`src/rtl/fir_pkg.sv`:
```
package fir_pkg;

  typedef enum logic [3:0] {
    RS_NONE, RS_FAULT, RS_FAULT_AND, RS_FAULT_OR,
    RS_MASK, RS_MASK_AND, RS_MASK_OR, RS_ACT0, RS_ACT1
  } reg_sel_e;

  localparam logic [31:0] OFF_FAULT     = 32'h0A;
  localparam logic [31:0] OFF_FAULT_AND = 32'h0B;
  localparam logic [31:0] OFF_FAULT_OR  = 32'h0C;
  localparam logic [31:0] OFF_MASK      = 32'h0D;
  localparam logic [31:0] OFF_MASK_AND  = 32'h0E;
  localparam logic [31:0] OFF_MASK_OR   = 32'h0F;
  localparam logic [31:0] OFF_ACT0      = 32'h10;
  localparam logic [31:0] OFF_ACT1      = 32'h11;

  function automatic reg_sel_e decode_offset(input logic [31:0] off);
    case (off)
      OFF_FAULT:     return RS_FAULT;
      OFF_FAULT_AND: return RS_FAULT_AND;
      OFF_FAULT_OR:  return RS_FAULT_OR;
      OFF_MASK:      return RS_MASK;
      OFF_MASK_AND:  return RS_MASK_AND;
      OFF_MASK_OR:   return RS_MASK_OR;
      OFF_ACT0:      return RS_ACT0;
      OFF_ACT1:      return RS_ACT1;
      default:       return RS_NONE;
    endcase
  endfunction

  function automatic logic is_alias(input reg_sel_e s);
    return (s == RS_FAULT_AND) || (s == RS_FAULT_OR) ||
           (s == RS_MASK_AND)  || (s == RS_MASK_OR);
  endfunction

endpackage

```
`src/rtl/fir_bus_decode.sv`:
```
module fir_bus_decode
  import fir_pkg::*;
#(
  parameter int ADDR_W = 8
) (
  input  logic [ADDR_W-1:0] addr,
  input  logic              wr_en,
  input  logic              rd_en,
  output reg_sel_e          wr_sel,
  output reg_sel_e          rd_sel
);

  reg_sel_e hit;

  always_comb begin
    hit    = decode_offset(32'(addr));
    wr_sel = wr_en ? hit : RS_NONE;
    rd_sel = rd_en ? hit : RS_NONE;
  end

endmodule

```
`src/rtl/fir_store.sv`:
```
module fir_store
  import fir_pkg::*;
#(
  parameter int W       = 64,
  parameter int NUM_ACT = 2
) (
  input  logic                        clk,
  input  logic                        rst,
  input  reg_sel_e                    wr_sel,
  input  reg_sel_e                    rd_sel,
  input  logic                        rd_en,
  input  logic [W-1:0]                wdata,
  input  logic [W-1:0]                err_pulse,
  output logic [W-1:0]                fault_q,
  output logic [W-1:0]                mask_q,
  output logic [NUM_ACT-1:0][W-1:0]   act_q,
  output logic [W-1:0]                rdata,
  output logic                        rvalid
);

  logic [W-1:0] fault_sw, fault_d, mask_d, rd_val;

  // Software update of the fault register, then hardware sets win
  always_comb begin
    case (wr_sel)
      RS_FAULT:     fault_sw = wdata;
      RS_FAULT_AND: fault_sw = fault_q & wdata;
      RS_FAULT_OR:  fault_sw = fault_q | wdata;
      default:      fault_sw = fault_q;
    endcase
    fault_d = fault_sw | err_pulse;
  end

  always_comb begin
    case (wr_sel)
      RS_MASK:     mask_d = wdata;
      RS_MASK_AND: mask_d = mask_q & wdata;
      RS_MASK_OR:  mask_d = mask_q | wdata;
      default:     mask_d = mask_q;
    endcase
  end

  always_ff @(posedge clk) begin
    if (rst) begin
      fault_q <= '0;
      mask_q  <= '1;
    end else begin
      fault_q <= fault_d;
      mask_q  <= mask_d;
    end
  end

  for (genvar g = 0; g < NUM_ACT; g++) begin : g_act
    localparam reg_sel_e SEL = (g == 0) ? RS_ACT0 : RS_ACT1;
    always_ff @(posedge clk) begin
      if (rst)                act_q[g] <= '0;
      else if (wr_sel == SEL) act_q[g] <= wdata;
    end
  end

  always_comb begin
    case (rd_sel)
      RS_FAULT: rd_val = fault_q;
      RS_MASK:  rd_val = mask_q;
      RS_ACT0:  rd_val = act_q[0];
      RS_ACT1:  rd_val = act_q[NUM_ACT-1];
      default:  rd_val = '0;
    endcase
  end

  always_ff @(posedge clk) begin
    if (rst) begin
      rdata  <= '0;
      rvalid <= 1'b0;
    end else begin
      rdata  <= rd_val;
      rvalid <= rd_en;
    end
  end

  assert_reset_vals_R1: assert property (@(posedge clk)
    rst |=> (fault_q == '0 && mask_q == '1 && act_q == '0));

  assert_pulse_sticks_R2: assert property (@(posedge clk) disable iff (rst)
    (err_pulse != '0) |=> ((fault_q & $past(err_pulse)) == $past(err_pulse)));

  assert_hw_beats_clear_R5: assert property (@(posedge clk) disable iff (rst)
    (wr_sel == RS_FAULT_AND || wr_sel == RS_FAULT) |=>
      ((fault_q & $past(err_pulse)) == $past(err_pulse)));

  assert_and_alias_R3: assert property (@(posedge clk) disable iff (rst)
    (wr_sel == RS_FAULT_AND && err_pulse == '0) |=>
      (fault_q == ($past(fault_q) & $past(wdata))));

  assert_unmapped_quiet_R10: assert property (@(posedge clk) disable iff (rst)
    (wr_sel == RS_NONE && err_pulse == '0) |=>
      ($stable(fault_q) && $stable(mask_q) && $stable(act_q)));

endmodule

```
`src/rtl/fir_attn_route.sv`:
```
module fir_attn_route #(
  parameter int W = 64
) (
  input  logic         clk,
  input  logic         rst,
  input  logic [W-1:0] fault,
  input  logic [W-1:0] mask,
  input  logic [W-1:0] act0,
  input  logic [W-1:0] act1,
  output logic         attn_chk,
  output logic         attn_rec,
  output logic         attn_loc
);

  logic [W-1:0] live;

  always_comb live = fault & ~mask;

  always_ff @(posedge clk) begin
    if (rst) begin
      attn_chk <= 1'b0;
      attn_rec <= 1'b0;
      attn_loc <= 1'b0;
    end else begin
      attn_chk <= |(live & ~act0 & ~act1);
      attn_rec <= |(live & ~act0 &  act1);
      attn_loc <= |(live &  act0);
    end
  end

  assert_masked_quiet_R6: assert property (@(posedge clk) disable iff (rst)
    (mask == '1) |=> !(attn_chk || attn_rec || attn_loc));

  assert_chk_source_R6: assert property (@(posedge clk) disable iff (rst)
    $rose(attn_chk) |-> $past(|(fault & ~mask & ~act0 & ~act1)));

  assert_rec_source_R7: assert property (@(posedge clk) disable iff (rst)
    $rose(attn_rec) |-> $past(|(fault & ~mask & ~act0 & act1)));

  assert_loc_source_R8: assert property (@(posedge clk) disable iff (rst)
    $rose(attn_loc) |-> $past(|(fault & ~mask & act0)));

  assert_no_fault_quiet_R11: assert property (@(posedge clk) disable iff (rst)
    (fault == '0) |=> !(attn_chk || attn_rec || attn_loc));

endmodule

```
`src/rtl/fir_attn_top.sv`:
```
module fir_attn_top
  import fir_pkg::*;
#(
  parameter int W      = 64,
  parameter int ADDR_W = 8
) (
  input  logic              clk,
  input  logic              rst,
  input  logic [ADDR_W-1:0] bus_addr,
  input  logic              bus_wr_en,
  input  logic              bus_rd_en,
  input  logic [W-1:0]      bus_wdata,
  output logic [W-1:0]      bus_rdata,
  output logic              bus_rvalid,
  input  logic [W-1:0]      err_pulse,
  output logic              attn_checkstop,
  output logic              attn_recoverable,
  output logic              attn_local
);

  localparam int NUM_ACT = 2;

  reg_sel_e                    wr_sel, rd_sel;
  logic [W-1:0]                fault_q, mask_q;
  logic [NUM_ACT-1:0][W-1:0]   act_q;

  fir_bus_decode #(.ADDR_W(ADDR_W)) u_dec (
    .addr   (bus_addr),
    .wr_en  (bus_wr_en),
    .rd_en  (bus_rd_en),
    .wr_sel (wr_sel),
    .rd_sel (rd_sel)
  );

  fir_store #(.W(W), .NUM_ACT(NUM_ACT)) u_store (
    .clk       (clk),
    .rst       (rst),
    .wr_sel    (wr_sel),
    .rd_sel    (rd_sel),
    .rd_en     (bus_rd_en),
    .wdata     (bus_wdata),
    .err_pulse (err_pulse),
    .fault_q   (fault_q),
    .mask_q    (mask_q),
    .act_q     (act_q),
    .rdata     (bus_rdata),
    .rvalid    (bus_rvalid)
  );

  fir_attn_route #(.W(W)) u_route (
    .clk      (clk),
    .rst      (rst),
    .fault    (fault_q),
    .mask     (mask_q),
    .act0     (act_q[0]),
    .act1     (act_q[1]),
    .attn_chk (attn_checkstop),
    .attn_rec (attn_recoverable),
    .attn_loc (attn_local)
  );

  assert_alias_read_zero_R9: assert property (@(posedge clk) disable iff (rst)
    (bus_rd_en && (is_alias(rd_sel) || rd_sel == RS_NONE)) |=>
      (bus_rvalid && bus_rdata == '0));

endmodule

```
`config.mk`:
```
export PLATFORM = sky130hd
export DESIGN_NAME = fir_attn_top
export DESIGN_NICKNAME = d
export VERILOG_FILES = /design/src/rtl/fir_pkg.sv /design/src/rtl/fir_bus_decode.sv /design/src/rtl/fir_store.sv /design/src/rtl/fir_attn_route.sv /design/src/rtl/fir_attn_top.sv
export SDC_FILE = /design/constraint.sdc
export NUM_CORES = 1
export LEC_CHECK = 0
export ABC_CLOCK_PERIOD_IN_PS = 2300
export BUFFER_PORTS_ARGS = -buffer_cell sky130_fd_sc_hd__buf_4
export CAP_MARGIN = 20
export CORE_MARGIN = 2
export CORE_UTILIZATION = 53
export CTS_CLUSTER_SIZE = 12
export DETAILED_ROUTE_END_ITERATION = 6
export GPL_TIMING_DRIVEN = 0
export HOLD_SLACK_MARGIN = 0.06
export PLACE_DENSITY = 0.77
export SLEW_MARGIN = 20
export SYNTH_ARGS = -nofsm -noshare
export SYNTH_HDL_FRONTEND = slang
export SYNTH_SLANG_ARGS = --single-unit
```
`constraint.sdc`:
```
create_clock -name clk -period 2.3 [get_ports clk]
set_input_delay 0.46 -clock clk [delete_from_list [all_inputs] [get_ports clk]]
set_output_delay 0.46 -clock clk [all_outputs]
set_load 0.01 [all_outputs]
```
==> flow_summary.ini <==
[worst_setup_path]
setup.worst_path.end_class = flop
crit_arrival_ns = 2.69
reg2reg_setup_slack_ns = 0.04
rr_endpoint = u_route.attn_chk$_SDFF_PP0_
crit_chain = buf_4 -> inv_1 -> ha_1 -> nand2b_1 -> nor3_4 -> buf_2 -> a222oi_1 -> a211oi_2
cp-start-kind = input port
cpPeakStageDelay_ns = 0.48
critPathSlowestCell = nor3_4
rr_worst_depth = 5
crit_fanout = 10
setup.worst_path.end = u_store.rdata[1]$_SDFF_PP0_
critPathKind = in -> reg
r2r-start = u_store.fault_q[39]$_SDFF_PP0_
crit_path_start = bus_addr[0]
crit_required_ns = 2.73

[die]
core_area_sq_um = 30700
ios = 208
die-area_sq_um = 32600
rows = 64
die_w_um = 181
start_util = 0.539
chipHeight_um = 181

[clock_tree]
insertion_delay_ns = 0.53
ctsHtreeMaxLevel = 2
cts_made_buffers = 37
cts.path.max_buffers = 3
clk_pin_slew_ns = 0.06
cts.sinks = 324
cts-root-buf = clkbuf_16
cts_tree = yes

[drt]
first_pass_iters = 5
vias_per_cell = 6.61
avgRoutedWirePerCell_um = 25.1
ant_nets = 0
routed_wirelength_um = 66200
dr.first_iter.drc_count = 2590
num_vias = 17439
drc = 0

[sta]
period_minus_slack_ns = 2.27
slew-limit-headroom = 0.182
clock-skew-final_ns = 0.0160
worst_pin_slew_ns = 1.21
rsz0062_at_grt = yes
slew_viol_final = 0
finalSetupViolations = 0
hold_violations = 0
fmax_mhz = 441
final.period_utilization = 0.985

[placed_design]
dp.cells = 2566
io_buffers = 206
gp_congestion = 1.02
hpwl_um = 48000

[global_routing]
overflow = 0
antenna_found_initial = 2
grtUsageTotal = 0.389
grt_pass1_vias = 16005
grt_max_degree = 20
grt_pass1_wl_um = 98000

[pwr]
powerDensity_nw_per_um2 = 647
swShare = 0.247
totalPowerFinal_mw = 13.0
p_sw_mw = 3.22
combPwrFrac = 0.079
p_int_mw = 9.81
seq_power_share = 0.456
ir_drop_mv = 0.430
pwr-share-clk = 0.466
p_leak_nw = 7.19

[flow_run]
drv_cap = 0

[yosys]
synth_edf_count = 0
synth_top_area_frac = 0.393
ys_types = 56
synth_flop_cell = dfxtp_1
synth-seq-cells = 324
yosys-top-cells-area = dfxtp_1, a21oi_1, nand2_1, a221oi_2, a211oi_2
syn_avg_cell_area_sq_um = 8.42
ys_top_cells_by_count = dfxtp_1, nand2_1, a21oi_1
synth_top_area_cell = dfxtp_1
ys_seq_area_frac = 0.393
syn_inst = 1962
synth_nets = 2107
synth-async-reset-ratio = 0
yosysWarnings = 0
synthMostInstantiatedCell = dfxtp_1
synth_area_sq_um = 16500

[final_layout]
fillers = 2597
layout-drive-gt1-share = 0.225
areaGrowthSynthToFinish_pct = 21.9
nets = 2365
final-instance-count-excl-fill = 2640

[worst_hold_path]
min_path_type = in -> reg
hold_path.startpoint = err_pulse[7]

[status]
status = finished, final reports clean
==> cell type report <==
type                    count  area [sq um]  share of cell area
diodes                      1          2.50            0.000124
plain buffers             157           817              0.0406
clock buffers              54          1070              0.0531
clock inverters             8           146             0.00727
inverters                  82           308              0.0153
multi-input cells        1397          9090               0.451
flip-flops and latches    324          6490               0.322
well taps                 396           495              0.0246
repair buffers            221          1720              0.0853
==> flip-flops by register name, indices dropped and copies added (netlist names) <==
name,count
u_store.act_q,128
u_store.fault_q,64
u_store.mask_q,64
u_store.rdata,64
u_route.attn_chk,1
u_route.attn_loc,1
u_route.attn_rec,1
u_store.rvalid,1
==> layer usage <==
| metal | vias up | track usage | wire length [um] | part of all wire |
|---|---|---|---|---|
| met5 | - | 0 | 28 | 0.00042 |
| met4 | 4 | 0.196 | 3630 | 0.055 |
| met3 | 211 | 0.0928 | 7690 | 0.12 |
| met2 | 1127 | 0.599 | 29200 | 0.44 |
| met1 | 8319 | 0.510 | 25600 | 0.39 |
| li1 | 7778 | - | - | - |
==> worst max-delay path, delay by kind of cell <==
kind                     cells  cell delay [ns]
buffers and inverters        3             0.63
adder cells (fa/ha/maj)      1             0.26
AO/OA/AOI/OAI                2             0.52
AND/OR/NAND/NOR              2             0.82
==> power by group through the flow <==
stage	clock network (mW)	logic, mW	registers (mW)
2_1_floorplan	0	0.495	5.98
3_3_place_gp	0	0.942	6.04
3_5_place_dp	0	0.966	6.05
4_1_cts	6.02	0.991	5.93
5_1_grt	6.26	1.09	5.95
6_report	6.07	1.02	5.94
==> cell families (layout without fill, tap and decap cells) <==
kind of cell             count (synthesis)  after routing  share of synthesized area
buffers and inverters                  241            522                     0.0636
adder cells (fa/ha/maj)                  5              5                    0.00379
other                                    0              1                          0
flip-flops                             324            324                      0.393
AND/OR/NAND/NOR                        834            834                      0.273
AO/OA/AOI/OAI                          558            558                      0.267
==> worst min-delay path by stage <==
stage | cells after the start | slack, ns | end
after detailed placement | 2 | 0.47 | u_store.act_q[112]$_SDFFE_PP0N_
after global placement | 2 | 0.46 | u_store.act_q[105]$_SDFFE_PP0N_
after floorplan | 2 | 0.45 | u_store.act_q[105]$_SDFFE_PP0N_
after global routing | 3 | 0.15 | u_store.fault_q[52]$_SDFF_PP0_
final | 3 | 0.13 | u_store.fault_q[7]$_SDFF_PP0_
after CTS | 3 | 0.13 | u_store.fault_q[7]$_SDFF_PP0_
==> through the flow <==
stage | cell area (sq um) | setup slack [ns] | setup TNS, ns | utilization | hold WS, ns
global route | 20100 | -0.00382 | -0.00755 | 0.656 | 0.146
CTS | 20000 | 0.00123 | 0 | 0.653 | 0.132
finish | 20100 | 0.0346 | 0 | 0.656 | 0.134
global placement | 18600 | -1.13 | -256.24 | 0.605 | 0.457
floorplan | 16500 | 0.00954 | 0 | - | 0.449
detailed placement | 18600 | -0.930 | -203.98 | 0.607 | 0.470
==> what timing repair did <==
item,CTS,global route
hold buffers,0,0
pin swaps,4,2
setup endpoints to repair,245,267
buffers inserted,12,1
resized for setup,24,70
==> cell usage in the layout (no fill, tap or decap), types with 61 or more instances in the layout <==
cell | synthesis | final
nand3_1 | 132 | 131
o221ai_1 | 64 | 64
inv_1 | 82 | 82
buf_4 | 7 | 227
nand2_1 | 262 | 260
o2bb2ai_1 | 64 | 64
nand3b_1 | 64 | 64
nor2_1 | 140 | 139
a211oi_2 | 61 | 61
a21oi_1 | 207 | 206
o21ai_0 | 66 | 66
clkbuf_1 | 90 | 67
dfxtp_1 | 324 | 324
Power figures use the tool's default switching activity.
